--- src/rtl/iqa_pkg.sv ---
package iqa_pkg;
    localparam int DATA_W   = 32;
    localparam int NQ_HALF  = DATA_W;
    localparam int SEL_W    = 2;
    localparam int NFLAG    = 1 << SEL_W;
    localparam int SRC_W    = SEL_W + 1;
    localparam int FLD_W    = 4;
    localparam int QPR      = DATA_W / FLD_W;
    localparam int SRC_REGS = NQ_HALF / QPR;
    localparam int A_EN_LO  = SRC_REGS;
    localparam int A_EN_HI  = SRC_REGS + 1;
    localparam int A_PD_LO  = SRC_REGS + 2;
    localparam int A_PD_HI  = SRC_REGS + 3;
    localparam int A_ST_NE  = SRC_REGS + 4;
    localparam int A_ST_FL  = SRC_REGS + 5;

    typedef struct packed {
        logic [SRC_REGS-1:0][DATA_W-1:0] src;
        logic [DATA_W-1:0]               en_lo;
        logic [DATA_W-1:0]               en_hi;
    } regs_t;

    function automatic logic [DATA_W-1:0] src_mask();
        logic [DATA_W-1:0] m;
        m = '0;
        for (int k = 0; k < QPR; k++) begin
            m[k*FLD_W +: SRC_W] = '1;
        end
        return m;
    endfunction
endpackage

--- src/rtl/iqa_src_sel.sv ---
module iqa_src_sel
    import iqa_pkg::*;
#(
    parameter int NQ = NQ_HALF
) (
    input  logic [NQ*NFLAG-1:0] flags,
    input  logic [NQ*SRC_W-1:0] src,
    output logic [NQ-1:0]       cond
);
    for (genvar q = 0; q < NQ; q++) begin : g_q
        logic [SEL_W-1:0] sel;
        logic             inv;
        logic [NFLAG-1:0] fl;
        assign sel = src[q*SRC_W +: SEL_W];
        assign inv = src[q*SRC_W + SEL_W];
        assign fl  = flags[q*NFLAG +: NFLAG];
        assign cond[q] = fl[sel] ^ inv;
    end
endmodule

--- src/rtl/iqa_half_capture.sv ---
module iqa_half_capture #(
    parameter int W    = 32,
    parameter bit EDGE = 1'b1
) (
    input  logic         clk,
    input  logic         rst_n,
    input  logic [W-1:0] cond,
    input  logic [W-1:0] en,
    input  logic [W-1:0] clr,
    output logic [W-1:0] set,
    output logic [W-1:0] pend
);
    typedef struct packed {
        logic [W-1:0] cond;
        logic [W-1:0] pend;
    } cap_t;

    cap_t s_d, s_q;

    if (EDGE) begin : g_edge
        assign set = cond & ~s_q.cond & en;
    end else begin : g_level
        assign set = cond & en;
    end

    always_comb begin
        s_d      = s_q;
        s_d.cond = cond;
        s_d.pend = (s_q.pend & ~clr) | set;
    end

    always_ff @(posedge clk) begin
        if (!rst_n) begin
            s_q <= '0;
        end else begin
            s_q <= s_d;
        end
    end

    assign pend = s_q.pend;
endmodule

--- src/rtl/iqa_irq_agg.sv ---
module iqa_irq_agg
    import iqa_pkg::*;
#(
    parameter int ADDR_W = 4,
    parameter bit EDGE   = 1'b1
) (
    input  logic                     clk,
    input  logic                     rst_n,
    input  logic                     reg_wr,
    input  logic [ADDR_W-1:0]        reg_addr,
    input  logic [DATA_W-1:0]        reg_wdata,
    output logic [DATA_W-1:0]        reg_rdata,
    input  logic [NQ_HALF*NFLAG-1:0] lo_flags,
    input  logic [NQ_HALF-1:0]       hi_nempty,
    input  logic [NQ_HALF-1:0]       hi_full,
    output logic                     irq_lo,
    output logic                     irq_hi
);
    localparam logic [DATA_W-1:0] SRC_MASK = src_mask();

    regs_t                     r_d, r_q;
    logic [NQ_HALF-1:0]        clr_lo, clr_hi;
    logic [NQ_HALF-1:0]        cond_lo, cond_hi;
    logic [NQ_HALF-1:0]        set_lo, set_hi;
    logic [NQ_HALF-1:0]        pend_lo, pend_hi;
    logic [NQ_HALF*SRC_W-1:0]  src_flat;
    int                        a;

    assign a = int'(reg_addr);

    for (genvar q = 0; q < NQ_HALF; q++) begin : g_unpack
        assign src_flat[q*SRC_W +: SRC_W] = r_q.src[q / QPR][(q % QPR)*FLD_W +: SRC_W];
    end

    always_comb begin
        r_d    = r_q;
        clr_lo = '0;
        clr_hi = '0;
        if (reg_wr) begin
            for (int i = 0; i < SRC_REGS; i++) begin
                if (a == i) r_d.src[i] = reg_wdata & SRC_MASK;
            end
            if (a == A_EN_LO) r_d.en_lo = reg_wdata;
            if (a == A_EN_HI) r_d.en_hi = reg_wdata;
            if (a == A_PD_LO) clr_lo    = reg_wdata;
            if (a == A_PD_HI) clr_hi    = reg_wdata;
        end
    end

    always_ff @(posedge clk) begin
        if (!rst_n) begin
            r_q <= '0;
        end else begin
            r_q <= r_d;
        end
    end

    iqa_src_sel #(.NQ(NQ_HALF)) u_sel (
        .flags (lo_flags),
        .src   (src_flat),
        .cond  (cond_lo)
    );

    assign cond_hi = ~hi_nempty;

    iqa_half_capture #(.W(NQ_HALF), .EDGE(EDGE)) u_cap_lo (
        .clk   (clk),
        .rst_n (rst_n),
        .cond  (cond_lo),
        .en    (r_q.en_lo),
        .clr   (clr_lo),
        .set   (set_lo),
        .pend  (pend_lo)
    );

    iqa_half_capture #(.W(NQ_HALF), .EDGE(EDGE)) u_cap_hi (
        .clk   (clk),
        .rst_n (rst_n),
        .cond  (cond_hi),
        .en    (r_q.en_hi),
        .clr   (clr_hi),
        .set   (set_hi),
        .pend  (pend_hi)
    );

    always_comb begin
        reg_rdata = '0;
        for (int i = 0; i < SRC_REGS; i++) begin
            if (a == i) reg_rdata = r_q.src[i];
        end
        if (a == A_EN_LO) reg_rdata = r_q.en_lo;
        if (a == A_EN_HI) reg_rdata = r_q.en_hi;
        if (a == A_PD_LO) reg_rdata = pend_lo;
        if (a == A_PD_HI) reg_rdata = pend_hi;
        if (a == A_ST_NE) reg_rdata = hi_nempty;
        if (a == A_ST_FL) reg_rdata = hi_full;
    end

    assign irq_lo = |(pend_lo & r_q.en_lo);
    assign irq_hi = |(pend_hi & r_q.en_hi);
endmodule

--- config.mk ---
export PLATFORM = sky130hd
export DESIGN_NAME = iqa_irq_agg
export DESIGN_NICKNAME = d
export VERILOG_FILES = /design/src/rtl/iqa_pkg.sv /design/src/rtl/iqa_src_sel.sv /design/src/rtl/iqa_half_capture.sv /design/src/rtl/iqa_irq_agg.sv
export SDC_FILE = /design/constraint.sdc
export NUM_CORES = 1
export LEC_CHECK = 0
export BUFFER_PORTS_ARGS = -buffer_cell sky130_fd_sc_hd__buf_2
export CAP_MARGIN = 15
export CORE_ASPECT_RATIO = 0.7
export CORE_MARGIN = 2
export CORE_UTILIZATION = 60
export DETAILED_ROUTE_END_ITERATION = 8
export PLACE_DENSITY_LB_ADDON = 0.25
export SETUP_SLACK_MARGIN = 0.15
export SLEW_MARGIN = 20
export SYNTH_ARGS = -nofsm -noshare
export SYNTH_HDL_FRONTEND = slang
export SYNTH_SLANG_ARGS = --single-unit
--- constraint.sdc ---
create_clock -name clk -period 5.25 [get_ports clk]
set_clock_uncertainty 0.15 [all_clocks]
set_input_delay 1.05 -clock clk [delete_from_list [all_inputs] [get_ports clk]]
set_output_delay 1.05 -clock clk [all_outputs]
set_load 0.05 [all_outputs]
==> impl_metrics.env, run 1 <==
export IMPL_status="completed"
export IMPL_combPwrFrac_pct=10.5
export IMPL_viasPerCell=6.478
export IMPL_place_ws_ns=0.8859
export IMPL_cts_root_buf="clkbuf_16"
export IMPL_post_cts_setup_buffers=0
export IMPL_r2r_cells=4
export IMPL_hold_violations=0
export IMPL_vdd_drop_max_uv=229.3
export IMPL_register_area_mm2=0.005766
export IMPL_ctsHoldBuffers=0
export IMPL_yosys_most_used_dff="dfxtp_1"
export IMPL_wire_per_inst_um=25.17
export IMPL_synthArstFlopShare_pct=0
export IMPL_ys_seq_area_share_pct=40.31
export IMPL_arrival_ns=3.31
export IMPL_synth_top_cells_by_area="dfxtp_1 (40%), nand2_1 (11%), mux4_2 (6.6%)"
export IMPL_rr_endpoint="u_cap_lo.pend[27]"
export IMPL_via_count=13690
export IMPL_fp_dieH_um=133.2
export IMPL_switching_power_mw=1.233
export IMPL_reg2reg_from="r_q[172]"
export IMPL_drive_gt1_share_pct=22.74
export IMPL_fillerInstances=1888
export IMPL_grt_pass1_wl_um=78420
export IMPL_ys_seq_elements=288
export IMPL_syn_area_mm2=0.01430
export IMPL_synth_top_area_share_pct=40.31
export IMPL_path_class="input port to output port"
export IMPL_final_setup_tns_ns=0
export IMPL_dp_hpwl_um=39340
export IMPL_num_rows=47
export IMPL_area_growth_pct=15.06
export IMPL_die_area_mm2=0.02511
export IMPL_setup_ws_ns=0.7440
export IMPL_grt_pass1_vias=12870
export IMPL_worstPathMaxFanout=26
export IMPL_worstSkewPairLatency_ns=0.55
export IMPL_grt_max_degree=125
export IMPL_synth_edf_count=0
export IMPL_period_needed_ns=4.506
export IMPL_syn_inst=1591
export IMPL_worstMarginPinSlew_ns=1.130
export IMPL_report_final_slew_viol_count=0
export IMPL_gp_congestion=1.014
export IMPL_ys_types=59
export IMPL_pwr_density_cell_mw_per_mm2=295.8
export IMPL_cp_start_kind="input port"
export IMPL_cts_resized=0
export IMPL_cp_required_ns=4.05
export IMPL_hold_path_endpoint="r_q[157]"
export IMPL_drt_initial_drc_count=1976
export IMPL_grt_usage_pct=41.30
export IMPL_cts_buffers=28
export IMPL_core_area_mm2=0.02352
export IMPL_htree_levels=1
export IMPL_port_buffers=264
export IMPL_ant_nets=0
export IMPL_rsz0062_at_grt="false"
export IMPL_slew_headroom_pct=24.64
export IMPL_power_leakage_nw=6.234
export IMPL_drcViolationCount=0
export IMPL_finalSetupViolCount=0
export IMPL_r2r_slack_ns=3.18
export IMPL_antenna_found_initial=2
export IMPL_yosys_area_top_type="dfxtp_1"
export IMPL_cp_end_kind="output port"
export IMPL_cts_sinks=288
export IMPL_min_path_cells=2
export IMPL_routed_wl_um=53190
export IMPL_drv_cap=0
export IMPL_gr_total_overflow=0
export IMPL_seqPwrFrac_pct=46.6
export IMPL_clk_pin_slew_ns=0.06
export IMPL_cts_tree="done"
export IMPL_die_w_um=188.5
export IMPL_p_int_mw=3.636
export IMPL_nets=2007
export IMPL_syn_num_nets=1822
export IMPL_hp_start="r_q[157]"
export IMPL_drtPass1Iterations=6
export IMPL_multi_input_area_mm2=0.007762
export IMPL_ios=265
export IMPL_post_route_period_util_pct=85.83
export IMPL_ctsLongestPathBuffers=3
export IMPL_max_freq_mhz=221.9
export IMPL_syn_area_per_cell_um2=8.990
export IMPL_initial_core_util_pct=60.81
export IMPL_min_path_type="flip-flop to flip-flop"
export IMPL_clkPwrFrac_pct=42.9
export IMPL_yosys_warnings=0
export IMPL_p_sw_share_pct=25.32
## metrics by stage
stage	utilization, %	total power [mW]	area (um^2)	hold WS, ns	std cells
after floorplan	-	2.609	14300	0.2999	1591
after CTS	69.92	4.847	16450	0.3352	2112
after global placement	65.96	2.804	15510	0.3148	2064
after detailed placement	65.98	2.812	15520	0.3262	2064
final	69.97	4.869	16460	0.3372	2113
after global routing	69.96	4.962	16460	0.3585	2112
## flip-flops by register name, summed over array words and instances (netlist names)
register / cells
u_cap_lo.s_q: 32
u_cap_lo.pend: 32
r_q: 160
u_cap_hi.s_q: 32
u_cap_hi.pend: 32
## cell families after synthesis
| kind of cell | synth area share (%) |
|---|---|
| AO/OA/AOI/OAI | 21.93 |
| multiplexers | 9.867 |
| flip-flops | 40.31 |
| AND/OR/NAND/NOR | 20.41 |
| buffers and inverters | 5.528 |
| XOR/XNOR | 1.959 |
## critical path, stage by stage
cell and delay, ns:
buf_2 0.45, nand2b_1 0.23, nor3_1 0.56, buf_4 0.30
a221oi_1 0.15, a211oi_1 0.25, buf_2 0.29
## Yosys cell counts (2+ instances only)
master and count:
a222oi_1 8, a31oi_1 9, nand3b_1 3, o221ai_1 10, nor2b_1 99, clkbuf_1 48
or4_1 2, a2111oi_0 9, a22o_1 2, a32o_1 64, xor2_1 32, a31o_2 6
nand4_1 9, mux2_2 12, o22ai_1 16, a21oi_1 26, nand3_1 8, mux4_2 42
a221oi_1 4, o2bb2ai_1 2, mux2i_1 33, a211oi_1 6, nor2_1 37, nor3b_1 6
o211ai_1 9, and3_1 9, inv_1 7, nand2b_1 10, nand2_1 402, buf_4 35
a22oi_1 38, o21a_1 14, nor3b_2 3, a21boi_1 40, a21boi_0 121, buf_2 46
buf_6 7, dfxtp_1 288, o21ai_0 13, and2_1 36, a221o_1 2
## how the worst max path moves through the flow
stage                      from            to  slack (ns)  cells after the start
floorplan           reg_addr[3]  reg_rdata[1]        0.84                      7
global placement    reg_addr[0]  reg_rdata[5]        0.89                      7
detailed placement  reg_addr[2]  reg_rdata[1]        0.89                      7
CTS                 reg_addr[2]  reg_rdata[1]        0.87                      7
global route        reg_addr[2]  reg_rdata[2]        0.70                      7
finish              reg_addr[2]  reg_rdata[1]        0.74                      7
## metal layers
layer / global-route usage [%] / routed length (um) / vias up
met4: 16.75 / 2271 / 2
met1: 57.78 / 21520 / 6531
li1: - / - / 5993
met2: 61.56 / 22550 / 1021
met5: 0 / 13 / -
met3: 10.04 / 6826 / 141
## placed cells by master (no fill, tap or decap), drive strengths merged, types with 2 or more instances in the layout
master / count
nand2: 402
buf: 293
dfxtp: 288
a21boi: 161
nor2b: 99
a32o: 64
mux4: 42
clkbuf: 39
a22oi: 38
nor2: 38
and2: 37
mux2i: 33
xor2: 32
a21oi: 26
o22ai: 16
o21a: 14
o21ai: 13
mux2: 12
nand2b: 10
o221ai: 10
nand4: 9
o211ai: 9
a2111oi: 9
a31oi: 9
and3: 9
nor3b: 9
a222oi: 8
inv: 8
nand3: 8
a211oi: 6
a31o: 6
clkinv: 6
a221oi: 4
nand3b: 3
bufinv: 3
a22o: 2
a221o: 2
o2bb2ai: 2
or4: 2
or3b: 2
## power groups by stage
stage	combinational, mW	sequential, mW	clock, mW
after floorplan	0.309	2.30	0
after global placement	0.492	2.31	0
after detailed placement	0.497	2.31	0
after CTS	0.500	2.27	2.08
after global routing	0.537	2.27	2.16
final	0.513	2.27	2.09
## final cells by class
| class | instances | share of cell area, % |
|---|---|---|
| flip-flops and latches | 288 | 35.03 |
| diodes | 1 | 0.01520 |
| multi-input cells | 1157 | 47.16 |
| well taps | 318 | 2.418 |
| repair buffers | 293 | 9.556 |
| clock inverters | 9 | 0.7526 |
| inverters | 8 | 0.1825 |
| clock buffers | 39 | 4.881 |
Note: power is estimated with default switching activity, not from simulation.
==> run 2, diff against run 1 <==
Settings changed: REMOVE_ABC_BUFFERS from default to 1.
==> run 2 against run 1 <==
First-iteration DRC count fell by 1.5%. Total power rose by 0.82%. Sequential share of layout area fell by 0.23 points. Global-route usage fell by 1.2 points. Hold slack got worse by 0.0010 ns. Utilization rose by 0.46 points. Critical path depth did not move. Critical endpoint is now reg_rdata[2].
==> impl_metrics.env, run 2 (same netlist as run 1, synthesis figures left out) <==
export IMPL_status="completed"
export IMPL_p_int_mw=3.672
export IMPL_setup_ws_ns=0.6506
export IMPL_ant_nets=0
export IMPL_grt_max_degree=156
export IMPL_cts_root_buf="clkbuf_16"
export IMPL_clk_pin_slew_ns=0.07
export IMPL_ios=265
export IMPL_ctsHoldBuffers=0
export IMPL_wl_met3_um=7761
export IMPL_top_register="r_q"
export IMPL_cp_end_kind="output port"
export IMPL_critical_path_slowest_cell="nor3_2"
export IMPL_grt_pass1_wl_um=77150
export IMPL_cts_sinks=288
export IMPL_critPathMaxStageDelay_ns=0.56
export IMPL_drt_initial_drc_count=1946
export IMPL_finalSetupViolCount=0
export IMPL_seqPwrFrac_pct=46.1
export IMPL_die_w_um=188.5
export IMPL_drive_gt1_share_pct=22.89
export IMPL_cp_required_ns=4.05
export IMPL_worstMarginPinSlew_ns=0.9924
export IMPL_most_common_layout_cells="nand2_1 (402), dfxtp_1 (288), buf_2 (260), a21boi_0 (121), nor2b_1 (99)"
export IMPL_fp_dieH_um=133.2
export IMPL_htree_levels=1
export IMPL_num_rows=47
export IMPL_critical_path_cell_chain="buf_2 -> nand2b_1 -> nor3_2 -> buf_4 -> a221oi_1 -> a211oi_1 -> buf_2"
export IMPL_layout_commonest_cell="nand2_1"
export IMPL_combPwrFrac_pct=10.6
export IMPL_hold_violations=0
export IMPL_arrival_ns=3.40
export IMPL_cts_tree="done"
export IMPL_initial_core_util_pct=60.81
export IMPL_routed_wl_um=51830
export IMPL_worstPathMaxFanout=26
export IMPL_final_setup_tns_ns=0
export IMPL_port_buffers=264
export IMPL_place_inst=2068
export IMPL_ctsLongestPathBuffers=3
export IMPL_period_needed_ns=4.599
export IMPL_area_growth_pct=15.82
export IMPL_wire_per_inst_um=24.46
export IMPL_highest_layer="met5"
export IMPL_placed_area_mm2=0.01561
export IMPL_crit_top_cell="buf_2"
export IMPL_cp_start_kind="input port"
export IMPL_place_ws_ns=0.7498
export IMPL_drcViolationCount=0
export IMPL_final_area_mm2=0.01657
export IMPL_gp_congestion=0.9716
export IMPL_nets=2010
export IMPL_drv_cap=0
export IMPL_cts_resized=0
export IMPL_die_area_mm2=0.02511
export IMPL_fillerInstances=1831
export IMPL_power_leakage_nw=6.275
export IMPL_pwr_density_cell_mw_per_mm2=296.3
export IMPL_gr_total_overflow=0
export IMPL_core_area_mm2=0.02352
export IMPL_clkPwrFrac_pct=43.3
export IMPL_min_path_type="flip-flop to flip-flop"
export IMPL_report_final_slew_viol_count=0
export IMPL_worstSkewPairLatency_ns=0.56
export IMPL_finalNonFillerCells=2119
export IMPL_grt_pass1_vias=13030
export IMPL_finalPower_mw=4.909
export IMPL_rsz0062_at_grt="false"
export IMPL_path_class="input port to output port"
export IMPL_slew_headroom_pct=33.84
export IMPL_antenna_found_initial=2
export IMPL_drtPass1Iterations=6
export IMPL_max_freq_mhz=217.4
export IMPL_post_cts_setup_buffers=0
export IMPL_wl_met1_um=20550
export IMPL_p_sw_share_pct=25.19
export IMPL_cts_buffers=27
export IMPL_largest_reg_flops=160
export IMPL_dp_hpwl_um=36050
export IMPL_grt_usage_pct=40.11
export IMPL_met2_length_um=21390
export IMPL_viasPerCell=6.497
export IMPL_via_count=13770
export IMPL_vdd_drop_max_uv=232.6
export IMPL_switching_power_mw=1.237
export IMPL_post_route_period_util_pct=87.61
==> run 2: cell types whose count changed in the layout (fill, tap and decap cells not counted), sizes merged <==
cell and delta:
buf +4, bufinv +1, clkbuf -1, clkinvlp +2
==> run 2: per-layer routing <==
| metal | vias up | global-route usage, % |
|---|---|---|
| li1 | 6001 | - |
| met1 | 6543 | 56.47 |
| met2 | 1060 | 58.84 |
| met3 | 160 | 11.75 |
| met4 | 4 | 14.02 |
| met5 | - | 0 |
==> run 2: area by class of cell <==
class	instances	area, um^2	share of cell area [%]
inverters	8	30.03	0.1813
well taps	318	397.9	2.402
repair buffers	297	1658	10.01
diodes	1	2.502	0.01510
multi-input cells	1157	7757	46.82
clock inverters	12	168.9	1.020
flip-flops and latches	288	5766	34.80
clock buffers	38	787.0	4.750
==> run 2: worst paths after layout <==
kind                             startpoint               end  slack, ns  cells after the start
worst max-delay path            reg_addr[2]      reg_rdata[2]       0.65                      7
worst min-delay path               r_q[142]          r_q[142]       0.34                      2
worst max register to register      r_q[80]  u_cap_lo.pend[4]       3.28                      4
worst min register to register     r_q[142]          r_q[142]       0.34                      2
==> run 2: critical path, delay by kind of cell <==
kind,cells,cell delay (ns)
AO/OA/AOI/OAI,2,0.44
buffers and inverters,3,1.08
AND/OR/NAND/NOR,2,0.80
==> run 2: per-stage QoR <==
| step | hold slack (ns) | utilization, % |
|---|---|---|
| floorplan | 0.2999 | - |
| global placement | 0.3177 | 66.36 |
| detailed placement | 0.3221 | 66.36 |
| CTS | 0.3315 | 70.42 |
| global route | 0.3556 | 70.42 |
| finish | 0.3362 | 70.43 |
==> run 2: power groups by stage <==
stage	sequential, mW	clock (mW)	combinational (mW)
4_1_cts	2.26	2.12	0.503
6_report	2.26	2.13	0.520
3_3_place_gp	2.31	0	0.493
5_1_grt	2.27	2.20	0.543
2_1_floorplan	2.30	0	0.224
3_5_place_dp	2.31	0	0.501
